===== src/rtl/cfs_pkg.sv =====
package cfs_pkg;

  typedef enum logic [1:0] {
    MODE_STANDBY = 2'b00,
    MODE_RUN     = 2'b01,
    MODE_HICCUP  = 2'b10,
    MODE_LATCHED = 2'b11
  } cfs_mode_e;

  // Counter width able to hold the value n.
  function automatic int unsigned cnt_width(input int unsigned n);
    return (n < 2) ? 1 : $clog2(n + 1);
  endfunction

  // Choose the destination of a running controller; latching takes precedence.
  function automatic cfs_mode_e fault_dest(input logic latch_req,
                                           input logic recover_req);
    if (latch_req)        return MODE_LATCHED;
    else if (recover_req) return MODE_HICCUP;
    else                  return MODE_RUN;
  endfunction

endpackage


===== src/rtl/cfs_consec_counter.sv =====
module cfs_consec_counter #(
  parameter int unsigned N = 4
) (
  input  logic clk,
  input  logic rst_n,
  input  logic en_i,
  input  logic tick_i,
  input  logic level_i,
  output logic fire_o
);
  import cfs_pkg::*;

  localparam int unsigned W = cnt_width(N);
  localparam logic [W-1:0] LAST = W'(N - 1);

  logic [W-1:0] cnt_q;
  logic         hit_w;
  logic         miss_w;

  assign hit_w  = en_i && tick_i && level_i;
  assign miss_w = en_i && tick_i && !level_i;
  assign fire_o = hit_w && (cnt_q == LAST);

  always_ff @(posedge clk or negedge rst_n) begin
    if (!rst_n)       cnt_q <= '0;
    else if (!en_i)   cnt_q <= '0;
    else if (miss_w)  cnt_q <= '0;
    else if (fire_o)  cnt_q <= '0;
    else if (hit_w)   cnt_q <= cnt_q + W'(1);
  end

  AST_COUNT_BOUND: assert property (@(posedge clk) disable iff (!rst_n)
    cnt_q <= LAST);
  AST_MISS_CLEARS: assert property (@(posedge clk) disable iff (!rst_n)
    miss_w |=> (cnt_q == '0));

endmodule


===== src/rtl/cfs_fault_timer.sv =====
module cfs_fault_timer #(
  parameter int unsigned WIN = 2000
) (
  input  logic clk,
  input  logic rst_n,
  input  logic en_i,
  input  logic hit_i,
  output logic active_o,
  output logic fire_o
);
  import cfs_pkg::*;

  localparam int unsigned W = cnt_width(WIN);
  localparam logic [W-1:0] LAST = W'(WIN - 1);

  logic         active_q;
  logic [W-1:0] cnt_q;
  logic         expire_w;

  assign expire_w = en_i && active_q && (cnt_q == LAST);
  assign fire_o   = expire_w && hit_i;
  assign active_o = active_q;

  always_ff @(posedge clk or negedge rst_n) begin
    if (!rst_n) begin
      active_q <= 1'b0;
      cnt_q    <= '0;
    end else if (!en_i || expire_w) begin
      active_q <= 1'b0;
      cnt_q    <= '0;
    end else if (active_q) begin
      cnt_q    <= cnt_q + W'(1);
    end else if (hit_i) begin
      active_q <= 1'b1;
      cnt_q    <= W'(1);
    end
  end

  AST_FIRE_NEEDS_WINDOW: assert property (@(posedge clk) disable iff (!rst_n)
    fire_o |-> active_q);
  AST_HIT_STARTS: assert property (@(posedge clk) disable iff (!rst_n)
    en_i && !active_q && hit_i |=> active_q);

endmodule


===== src/rtl/cfs_arm_tracker.sv =====
module cfs_arm_tracker (
  input  logic clk,
  input  logic rst_n,
  input  logic allow_i,
  input  logic drive_pulse_i,
  input  logic regulated_i,
  input  logic leave_run_i,
  input  logic power_cycle_i,
  output logic armed_o
);

  logic armed_q;
  logic spent_q;

  always_ff @(posedge clk or negedge rst_n) begin
    if (!rst_n) begin
      armed_q <= 1'b0;
      spent_q <= 1'b0;
    end else if (power_cycle_i) begin
      armed_q <= 1'b0;
      spent_q <= 1'b0;
    end else if (leave_run_i || regulated_i) begin
      armed_q <= 1'b0;
    end else if (allow_i && drive_pulse_i && !spent_q) begin
      armed_q <= 1'b1;
      spent_q <= 1'b1;
    end
  end

  assign armed_o = armed_q;

  AST_ARM_ALLOWED: assert property (@(posedge clk) disable iff (!rst_n)
    $rose(armed_q) |-> $past(allow_i));
  AST_ARM_ONCE: assert property (@(posedge clk) disable iff (!rst_n)
    spent_q && !power_cycle_i |=> !$rose(armed_q));

endmodule


===== src/rtl/conv_fault_supervisor.sv =====
module conv_fault_supervisor #(
  parameter int unsigned OVP_DELAY = 1000,
  parameter int unsigned FAULT_WIN = 2000,
  parameter int unsigned SS_CYCLES = 500,
  parameter int unsigned HICCUP_N  = 2,
  parameter int unsigned LATCH_N   = 4
) (
  input  logic       clk,
  input  logic       rst_n,
  input  logic       uv_i,
  input  logic       ov_i,
  input  logic       prot_pin_i,
  input  logic       peak_hit_i,
  input  logic       reg_ok_i,
  input  logic       cycle_tick_i,
  input  logic       supply_ready_i,
  input  logic       vcc_reset_i,
  input  logic       strap_ocp_latch_i,
  input  logic       strap_preshort_i,
  input  logic       strap_pin_autorec_i,
  output logic       drive_en_o,
  output logic       softstart_o,
  output logic       fault_flag_o,
  output logic [1:0] mode_o
);
  import cfs_pkg::*;

  localparam int unsigned SSW = cnt_width(SS_CYCLES);
  localparam int unsigned HCW = cnt_width(HICCUP_N);
  localparam logic [SSW-1:0] SS_LOAD  = SSW'(SS_CYCLES);
  localparam logic [HCW-1:0] HIC_DONE = HCW'(HICCUP_N);

  cfs_mode_e      state_q, state_d;
  logic [SSW-1:0] ss_cnt_q;
  logic [HCW-1:0] hic_cnt_q;

  // Named internal events
  logic run_w, pin_fire_w, ov_fire_w, oc_fire_w, oc_active_w, armed_w;
  logic latch_req_w, recover_req_w, restart_ok_w, enter_run_w, leave_run_w;
  logic power_cycle_w;

  assign run_w = (state_q == MODE_RUN);

  cfs_consec_counter #(.N(LATCH_N)) u_pin_count (
    .clk(clk), .rst_n(rst_n), .en_i(run_w), .tick_i(cycle_tick_i),
    .level_i(prot_pin_i), .fire_o(pin_fire_w)
  );

  cfs_consec_counter #(.N(OVP_DELAY)) u_ov_filter (
    .clk(clk), .rst_n(rst_n), .en_i(run_w), .tick_i(1'b1),
    .level_i(ov_i), .fire_o(ov_fire_w)
  );

  cfs_fault_timer #(.WIN(FAULT_WIN)) u_oc_timer (
    .clk(clk), .rst_n(rst_n), .en_i(run_w), .hit_i(peak_hit_i),
    .active_o(oc_active_w), .fire_o(oc_fire_w)
  );

  cfs_arm_tracker u_arm (
    .clk(clk), .rst_n(rst_n),
    .allow_i(strap_preshort_i && strap_ocp_latch_i),
    .drive_pulse_i(run_w && cycle_tick_i),
    .regulated_i(run_w && reg_ok_i),
    .leave_run_i(leave_run_w),
    .power_cycle_i(power_cycle_w),
    .armed_o(armed_w)
  );

  assign latch_req_w = run_w && ((uv_i && armed_w)
                               || (pin_fire_w && !strap_pin_autorec_i)
                               || (oc_fire_w && strap_ocp_latch_i));
  assign recover_req_w = run_w && (uv_i || pin_fire_w || ov_fire_w || oc_fire_w);
  assign restart_ok_w  = (state_q == MODE_HICCUP) && (hic_cnt_q == HIC_DONE) && !ov_i;
  assign power_cycle_w = (state_q == MODE_LATCHED) && vcc_reset_i;

  always_comb begin
    state_d = state_q;
    unique case (state_q)
      MODE_STANDBY: if (supply_ready_i) state_d = MODE_RUN;
      MODE_RUN:     state_d = fault_dest(latch_req_w, recover_req_w);
      MODE_HICCUP:  if (restart_ok_w) state_d = MODE_RUN;
      MODE_LATCHED: if (vcc_reset_i) state_d = MODE_STANDBY;
      default:      state_d = MODE_STANDBY;
    endcase
  end

  assign enter_run_w = (state_q != MODE_RUN) && (state_d == MODE_RUN);
  assign leave_run_w = run_w && (state_d != MODE_RUN);

  always_ff @(posedge clk or negedge rst_n) begin
    if (!rst_n) state_q <= MODE_STANDBY;
    else        state_q <= state_d;
  end

  // Soft-start duration counter
  always_ff @(posedge clk or negedge rst_n) begin
    if (!rst_n)                     ss_cnt_q <= '0;
    else if (enter_run_w)           ss_cnt_q <= SS_LOAD;
    else if (!run_w)                ss_cnt_q <= '0;
    else if (ss_cnt_q != '0)        ss_cnt_q <= ss_cnt_q - SSW'(1);
  end

  // Supply-ready pulses seen during recovery
  always_ff @(posedge clk or negedge rst_n) begin
    if (!rst_n)                       hic_cnt_q <= '0;
    else if (state_q != MODE_HICCUP)  hic_cnt_q <= '0;
    else if (supply_ready_i && hic_cnt_q != HIC_DONE)
                                      hic_cnt_q <= hic_cnt_q + HCW'(1);
  end

  assign drive_en_o   = run_w;
  assign softstart_o  = run_w && (ss_cnt_q != '0);
  assign fault_flag_o = oc_active_w;
  assign mode_o       = state_q;

  AST_SS_IN_RUN: assert property (@(posedge clk) disable iff (!rst_n)
    softstart_o |-> drive_en_o);
  AST_LATCH_HOLD: assert property (@(posedge clk) disable iff (!rst_n)
    (state_q == MODE_LATCHED) && !vcc_reset_i |=> (mode_o == 2'b11));
  AST_LATCH_EXIT: assert property (@(posedge clk) disable iff (!rst_n)
    (state_q == MODE_LATCHED) && vcc_reset_i |=> (mode_o == 2'b00));
  AST_DRIVE_DROP: assert property (@(posedge clk) disable iff (!rst_n)
    latch_req_w |=> !drive_en_o && (mode_o == 2'b11));
  AST_ARMED_UV: assert property (@(posedge clk) disable iff (!rst_n)
    run_w && armed_w && uv_i |=> (state_q == MODE_LATCHED));
  AST_RESTART_COUNT: assert property (@(posedge clk) disable iff (!rst_n)
    (state_q == MODE_RUN) && ($past(state_q) == MODE_HICCUP)
      |-> ($past(hic_cnt_q) == HIC_DONE) && softstart_o);

endmodule


===== config.mk =====
export PLATFORM = sky130hd
export DESIGN_NAME = conv_fault_supervisor
export DESIGN_NICKNAME = d
export VERILOG_FILES = /design/src/rtl/cfs_pkg.sv /design/src/rtl/cfs_consec_counter.sv /design/src/rtl/cfs_fault_timer.sv /design/src/rtl/cfs_arm_tracker.sv /design/src/rtl/conv_fault_supervisor.sv
export SDC_FILE = /design/constraint.sdc
export NUM_CORES = 1
export LEC_CHECK = 0
export BUFFER_PORTS_ARGS = -buffer_cell sky130_fd_sc_hd__buf_2
export CAP_MARGIN = 20
export CORE_MARGIN = 2
export CORE_UTILIZATION = 55
export DETAILED_ROUTE_END_ITERATION = 12
export PLACE_DENSITY = 0.73
export SLEW_MARGIN = 20
export SYNTH_ARGS = -nofsm -noshare
export SYNTH_HDL_FRONTEND = slang
export SYNTH_SLANG_ARGS = --single-unit

===== constraint.sdc =====
create_clock -name clk -period 3.44 [get_ports clk]
set_clock_uncertainty 0.2 [all_clocks]
set_input_delay 0.172 -clock clk [delete_from_list [all_inputs] [get_ports clk]]
set_output_delay 0.172 -clock clk [all_outputs]
set_load 0.02 [all_outputs]

Word level (Yosys, flattened, before mapping)
Cells that the tools add are included.

Register bits after elaboration: 40. Input bits: 13. Logic and storage cells: 105.

Add/sub/neg operators: 5. Eq/ne operators: 16. Mux-type cells: 30. Reduce and logical (&&, ||, !) cells: 45.

Operators by type and width (count): 10-bit 2-to-1 mux (4); 11-bit 2-to-1 mux (3); 9-bit 2-to-1 mux (3); 1-bit logical AND (26); 2-bit 2-to-1 mux (7); 3-bit 2-to-1 mux (4); 11-bit by 1-bit adder with 11-bit output (second input constant) (1); 11-bit equality test (second input constant) (1); 10-bit by 1-bit adder with 10-bit output (second input constant) (1); 10-bit equality test (second input constant) (1); 9-bit nonzero test (1); 9-bit by 1-bit subtractor with 9-bit output (second input constant) (1); 1-bit 2-to-1 mux (8); 4-bit by 1-bit inequality test with 1-bit output (second input constant) (2); 2-bit one-hot mux with 4 select lines (1); 1-bit logical OR (7); 2-bit equality test (second input constant) (3); 2-bit inequality test (second input constant) (3); 3-bit nonzero test (2); 1-bit logical NOT (5); 2-bit by 1-bit equality test with 1-bit output (second input constant) (2); 2-bit by 1-bit inequality test with 1-bit output (second input constant) (2); 2-bit nonzero test (2); 3-bit by 1-bit adder with 3-bit output (second input constant) (1); 5 further kinds (5).

Depth between registers and ports, before layout
Depth in word-level cells: 16. Gate-level depth with buffers: 7. Depth with buffers taken out: 7.

Modules after synthesis
A second synthesis with hierarchy kept.

Cell total of the unflattened synthesis: 245. Area total of the unflattened synthesis: 2386.0 µm².

Modules (own cells, without submodules): conv_fault_supervisor (times used 1, cells an instance 88, area an instance 812.0 µm²); cfs_fault_timer (times used 1, cells an instance 72, area an instance 714.4 µm²); cfs_consec_counter at u_ov_filter (times used 1, cells an instance 62, area an instance 603.1 µm²); cfs_consec_counter at u_pin_count (times used 1, cells an instance 15, area an instance 160.2 µm²); cfs_arm_tracker (times used 1, cells an instance 8, area an instance 96.3 µm²).

Worst setup path after synthesis
Ideal clock, no wire load.

Path kind: flip-flop to flip-flop. Start point: reg state_q[1], in the netlist mode_o[1]. End point: reg u_ov_filter.cnt_q[3]. Setup time: 0.128 ns. Arrival: 1.579 ns. Required time: 3.112 ns. Slack: 1.532 ns. Stages on the path, launching flop included: 8. Clock period less this slack: 1.908 ns. Cell sequence: dfrtp_1 -> inv_1 -> nand2_1 -> clkinv_1 -> nand2_1 -> or2_2 -> clkbuf_1 -> nor2_1.

Word-level cells in the longest chain between the ends: 6. Elaborated cells between the ends (all ways): 8. Classes of those cells: eq/ne (2); mux (3); reduce/logical (3).

Ends and longest elaborated chain: from (decl) (RTL line conv_fault_supervisor.sv:33) `cfs_mode_e state_q, state_d;`; from (signal assigned) (RTL line conv_fault_supervisor.sv:92) `else state_q <= state_d;`; 2-bit by 1-bit equality test with 1-bit output * (RTL line conv_fault_supervisor.sv:42) `assign run_w = (state_q == MODE_RUN);`; via drive_en_o (RTL line conv_fault_supervisor.sv:21) `output logic drive_en_o,`; 1-bit logical AND (RTL line cfs_consec_counter.sv:20) `assign hit_w = en_i && tick_i && level_i;`; 1-bit logical AND (RTL line cfs_consec_counter.sv:22) `assign fire_o = hit_w && (cnt_q == LAST);`; 10-bit 2-to-1 mux (RTL line cfs_consec_counter.sv:28) `else if (fire_o) cnt_q <= '0;`; 10-bit 2-to-1 mux (RTL line cfs_consec_counter.sv:27) `else if (miss_w) cnt_q <= '0;`; 10-bit 2-to-1 mux (RTL line cfs_consec_counter.sv:26) `else if (!en_i) cnt_q <= '0;`; to (signal assigned) (RTL line cfs_consec_counter.sv:29) `else if (hit_w) cnt_q <= cnt_q + W'(1);`; to (decl) (RTL line cfs_consec_counter.sv:16) `logic [W-1:0] cnt_q;`.

Mark *: on every way through the listed nets, which the timed path passes. The rest lies on a longest branch. A chain may end at the register's enable or synchronous reset.

Worst setup path in the final report
Start point: reg state_q[1], in the netlist mode_o[1]. End point: out softstart_o.

Word-level cells in the longest chain between the ends: 2.

Ends and longest elaborated chain: 2-bit by 1-bit equality test with 1-bit output (RTL line conv_fault_supervisor.sv:42); 1-bit logical AND (RTL line conv_fault_supervisor.sv:112) `assign softstart_o = run_w && (ss_cnt_q != '0);`; to (decl) (RTL line conv_fault_supervisor.sv:22) `output logic softstart_o,`.

No other way between the ends.

==> qor.yml <==
drc: 0
place_inst: 279
vias: 1611
core-area_um2: 3661
gp_congestion: 0.7904
ioPinCount: 18
cts_hold_buf: 5
max_slew.worst_pin.slew_ns: 0.8752
finalHoldViolations: 0
cp.required_ns: 3.07
grt_first_pass_wirelength_mm: 6.831
synth_seq_cells: 40
numClockSinks: 40
htreeDepth: 2
crit_slowest_cell: "dfrtp_1"
critical_path_depth: 6
synth_edf_count: 0
crit_buf_inv: 4
synth_cell_types: 46
drt-wirelength-per-cell_um: 12.97
area_delta_synth_final_pct: 11.44
fin_setup_tns_ns: 0
crit_family: "buffers and inverters"
p_sw_share_pct: 38.03
post-route-cell-area_um2: 2341
total_power_mw: 1.434
cellLeakagePower_nw: 1.055
fp.dieH_um: 65.80
path_clk_slew_ns: 0.07
pwr-share-clk_pct: 19.1
worstHoldPathCells: 2
finalMaxSlewViolations: 0
place_hpwl_mm: 2.667
async_flop_share_pct: 100.0
overflow: 0
crit_path_max_fanout: 11
synth_top_flop_cell: "dfrtp_1"
synth.net_count: 236
num_rows: 22
drive_gt1_share_pct: 12.86
syn_area_um2: 2101
fin_crit_sh_pct: 70.25
internal_power_uw: 888.9
max_slew_margin_pct: 41.40
powerDensity_nw_per_um2: 612.7
power_frac_seq_pct: 45.7
cts_resized: 0
fin_cells: 289
totalWireLength_mm: 3.749
max_freq_mhz: 413.8
crit_type: "flip-flop to primary output"
grt_pass1_vias: 1525
p_comb_share_pct: 35.3
hold_start: "peak_hit_i"
netlist_instances: 218
die_w_um: 65.80
cp-start-kind: "flip-flop"
crit_path_end_kind: "primary output"
cp-startpoint: "mode_o[1]"
num-nets-final: 261
rsz0062_at_grt: "false"
placed_area_um2: 2222
initialDrtViolationCount: 46
setup_viol: 0
avgSynthCellArea_um2: 9.637
insertion_delay_ns: 0.29
regToRegStartpoint: "u_oc_timer.cnt_q[0]"
cts-root-buf: "clkbuf_8"
n_antenna_cell: 0
synth_top_cell_by_area: "dfrtp_1"
antenna_found_initial: 0
status: "complete, no violations"
gr-usage-all-layers_pct: 20.90
cap_violations: 0
cp_cell_sequence: "inv_1 -> nand2_1 -> clkinv_1 -> nand2_1 -> inv_1 -> buf_2"
yosys-top-cells-area: "dfrtp_1, nor2_1, xor2_1"
cpPeakStageDelay_ns: 0.49
ir_drop_mv: 0.3838
initial_utilization_pct: 57.38
avgViaCountPerCell: 5.574
cts_made_buffers: 5
synth_common_cells: "dfrtp_1, nor2_1, nand2_1"
portBuffers: 17
yosysMostFrequentCell: "dfrtp_1"
dr.pass1.iters: 4
synth_top_area_share_pct: 47.65
cts_max_path_buffers: 2
grt_max_degree: 41
hold_path.class: "input pin to flip-flop"
p_switching_uw: 545.4
cts_tree: "yes"
dieArea_um2: 4330
post-route-min-period_ns: 2.417
cts_setup_buffers: 0
postRouteAntennaNets: 0
yosysSeqAreaShare_pct: 47.65
worstRegToRegCells: 6
yosysWarnings: 0
cp.arrival_ns: 2.04
[metal layers]
layer	vias up	part of all wire [%]	global-route usage (%)	routed length [um]
met5	-	0	0	0
met4	0	1.9	8.594	70
met3	4	4.3	5.111	160
met2	29	43	31.57	1595
met1	757	51	28.83	1922
li1	821	-	-	-
[layout make-up]
cell class                      instances  area, um2
Fill cell                             309       1320
Clock buffer                            5      68.82
Tap cell                               48      60.06
Multi-Input combinational cell        162       1031
Inverter                               12      45.04
Timing Repair Buffer                   22      135.1
Sequential cell                        40       1001
[power groups by stage]
stage / sequential, mW / clock [mW] / combinational, mW
5_1_grt: 0.672 / 0.305 / 0.586
6_report: 0.655 / 0.274 / 0.506
4_1_cts: 0.653 / 0.284 / 0.514
3_3_place_gp: 0.657 / 0 / 0.501
2_1_floorplan: 0.660 / 0 / 0.379
3_5_place_dp: 0.661 / 0 / 0.508
[cell families (layout without fill, tap and decap cells)]
group / after synthesis / in the layout / synth area share [%]
AOI/OAI and AO/OA: 46 / 46 / 14.59
DFF: 40 / 40 / 47.65
xor gates and xnor gates: 17 / 17 / 7.088
muxes: 1 / 1 / 0.5360
buffers and inverters: 16 / 39 / 3.275
adders and majority gates: 5 / 5 / 2.978
and+or+nand+nor: 93 / 93 / 23.88
[registers in the layout, indices dropped and copies added (netlist names)]
name and flops:
u_oc_timer.cnt_q 11, u_ov_filter.cnt_q 10, ss_cnt_q 9, u_pin_count.cnt_q 3, hic_cnt_q 2, mode_o 2, u_arm.armed_o 1, u_arm.spent_q 1
u_oc_timer.active_o 1
[final timing paths]
path                                         to  slack [ns]
max                                 softstart_o        1.02
min                         u_oc_timer.cnt_q[0]       0.006
max reg2reg                 u_oc_timer.cnt_q[3]        1.03
min reg2reg                u_ov_filter.cnt_q[0]        0.29
max in group asynchronous           ss_cnt_q[1]        2.16
min in group asynchronous   u_oc_timer.cnt_q[2]        0.34
[placed cells by master, fill, tap and decap left out, types with 2 or more instances in the layout]
master	synthesis	layout
dlygate4sd3_1	0	5
o21ai_0	11	11
clkbuf_8	0	5
xor2_1	9	9
or2_2	2	2
ha_1	5	5
a21oi_1	9	9
buf_2	1	17
nand4_1	2	2
xnor2_1	8	8
nand4b_1	3	3
inv_1	11	11
nor2_1	24	24
nor3_1	9	9
nand3_1	8	8
o21bai_1	2	2
nor2b_1	3	3
nand2_1	19	19
and3_1	7	7
dfrtp_1	40	40
nand3b_1	2	2
a31oi_1	11	11
nand2b_1	6	6
[per-stage QoR]
| step | setup slack (ns) | hold slack, ns | utilization [%] |
|---|---|---|---|
| after floorplan | 1.532 | -0.3236 | - |
| after global placement | 1.125 | 0.1419 | 60.70 |
| after detailed placement | 1.054 | 0.1352 | 60.70 |
| after CTS | 1.019 | 0.003667 | 63.94 |
| after global routing | 0.7805 | 0.01834 | 63.94 |
| final | 1.023 | 0.005928 | 63.94 |
[worst reg2reg max path, cell delays in order, from the launching register on]
cell	delay (ns)
dfrtp_1	0.41
ha_1	0.23
nand3_1	0.20
nor4b_4	0.10
nor3b_2	0.74
or2b_1	0.29
a31oi_1	0.15
Power figures use the tool's default switching activity.
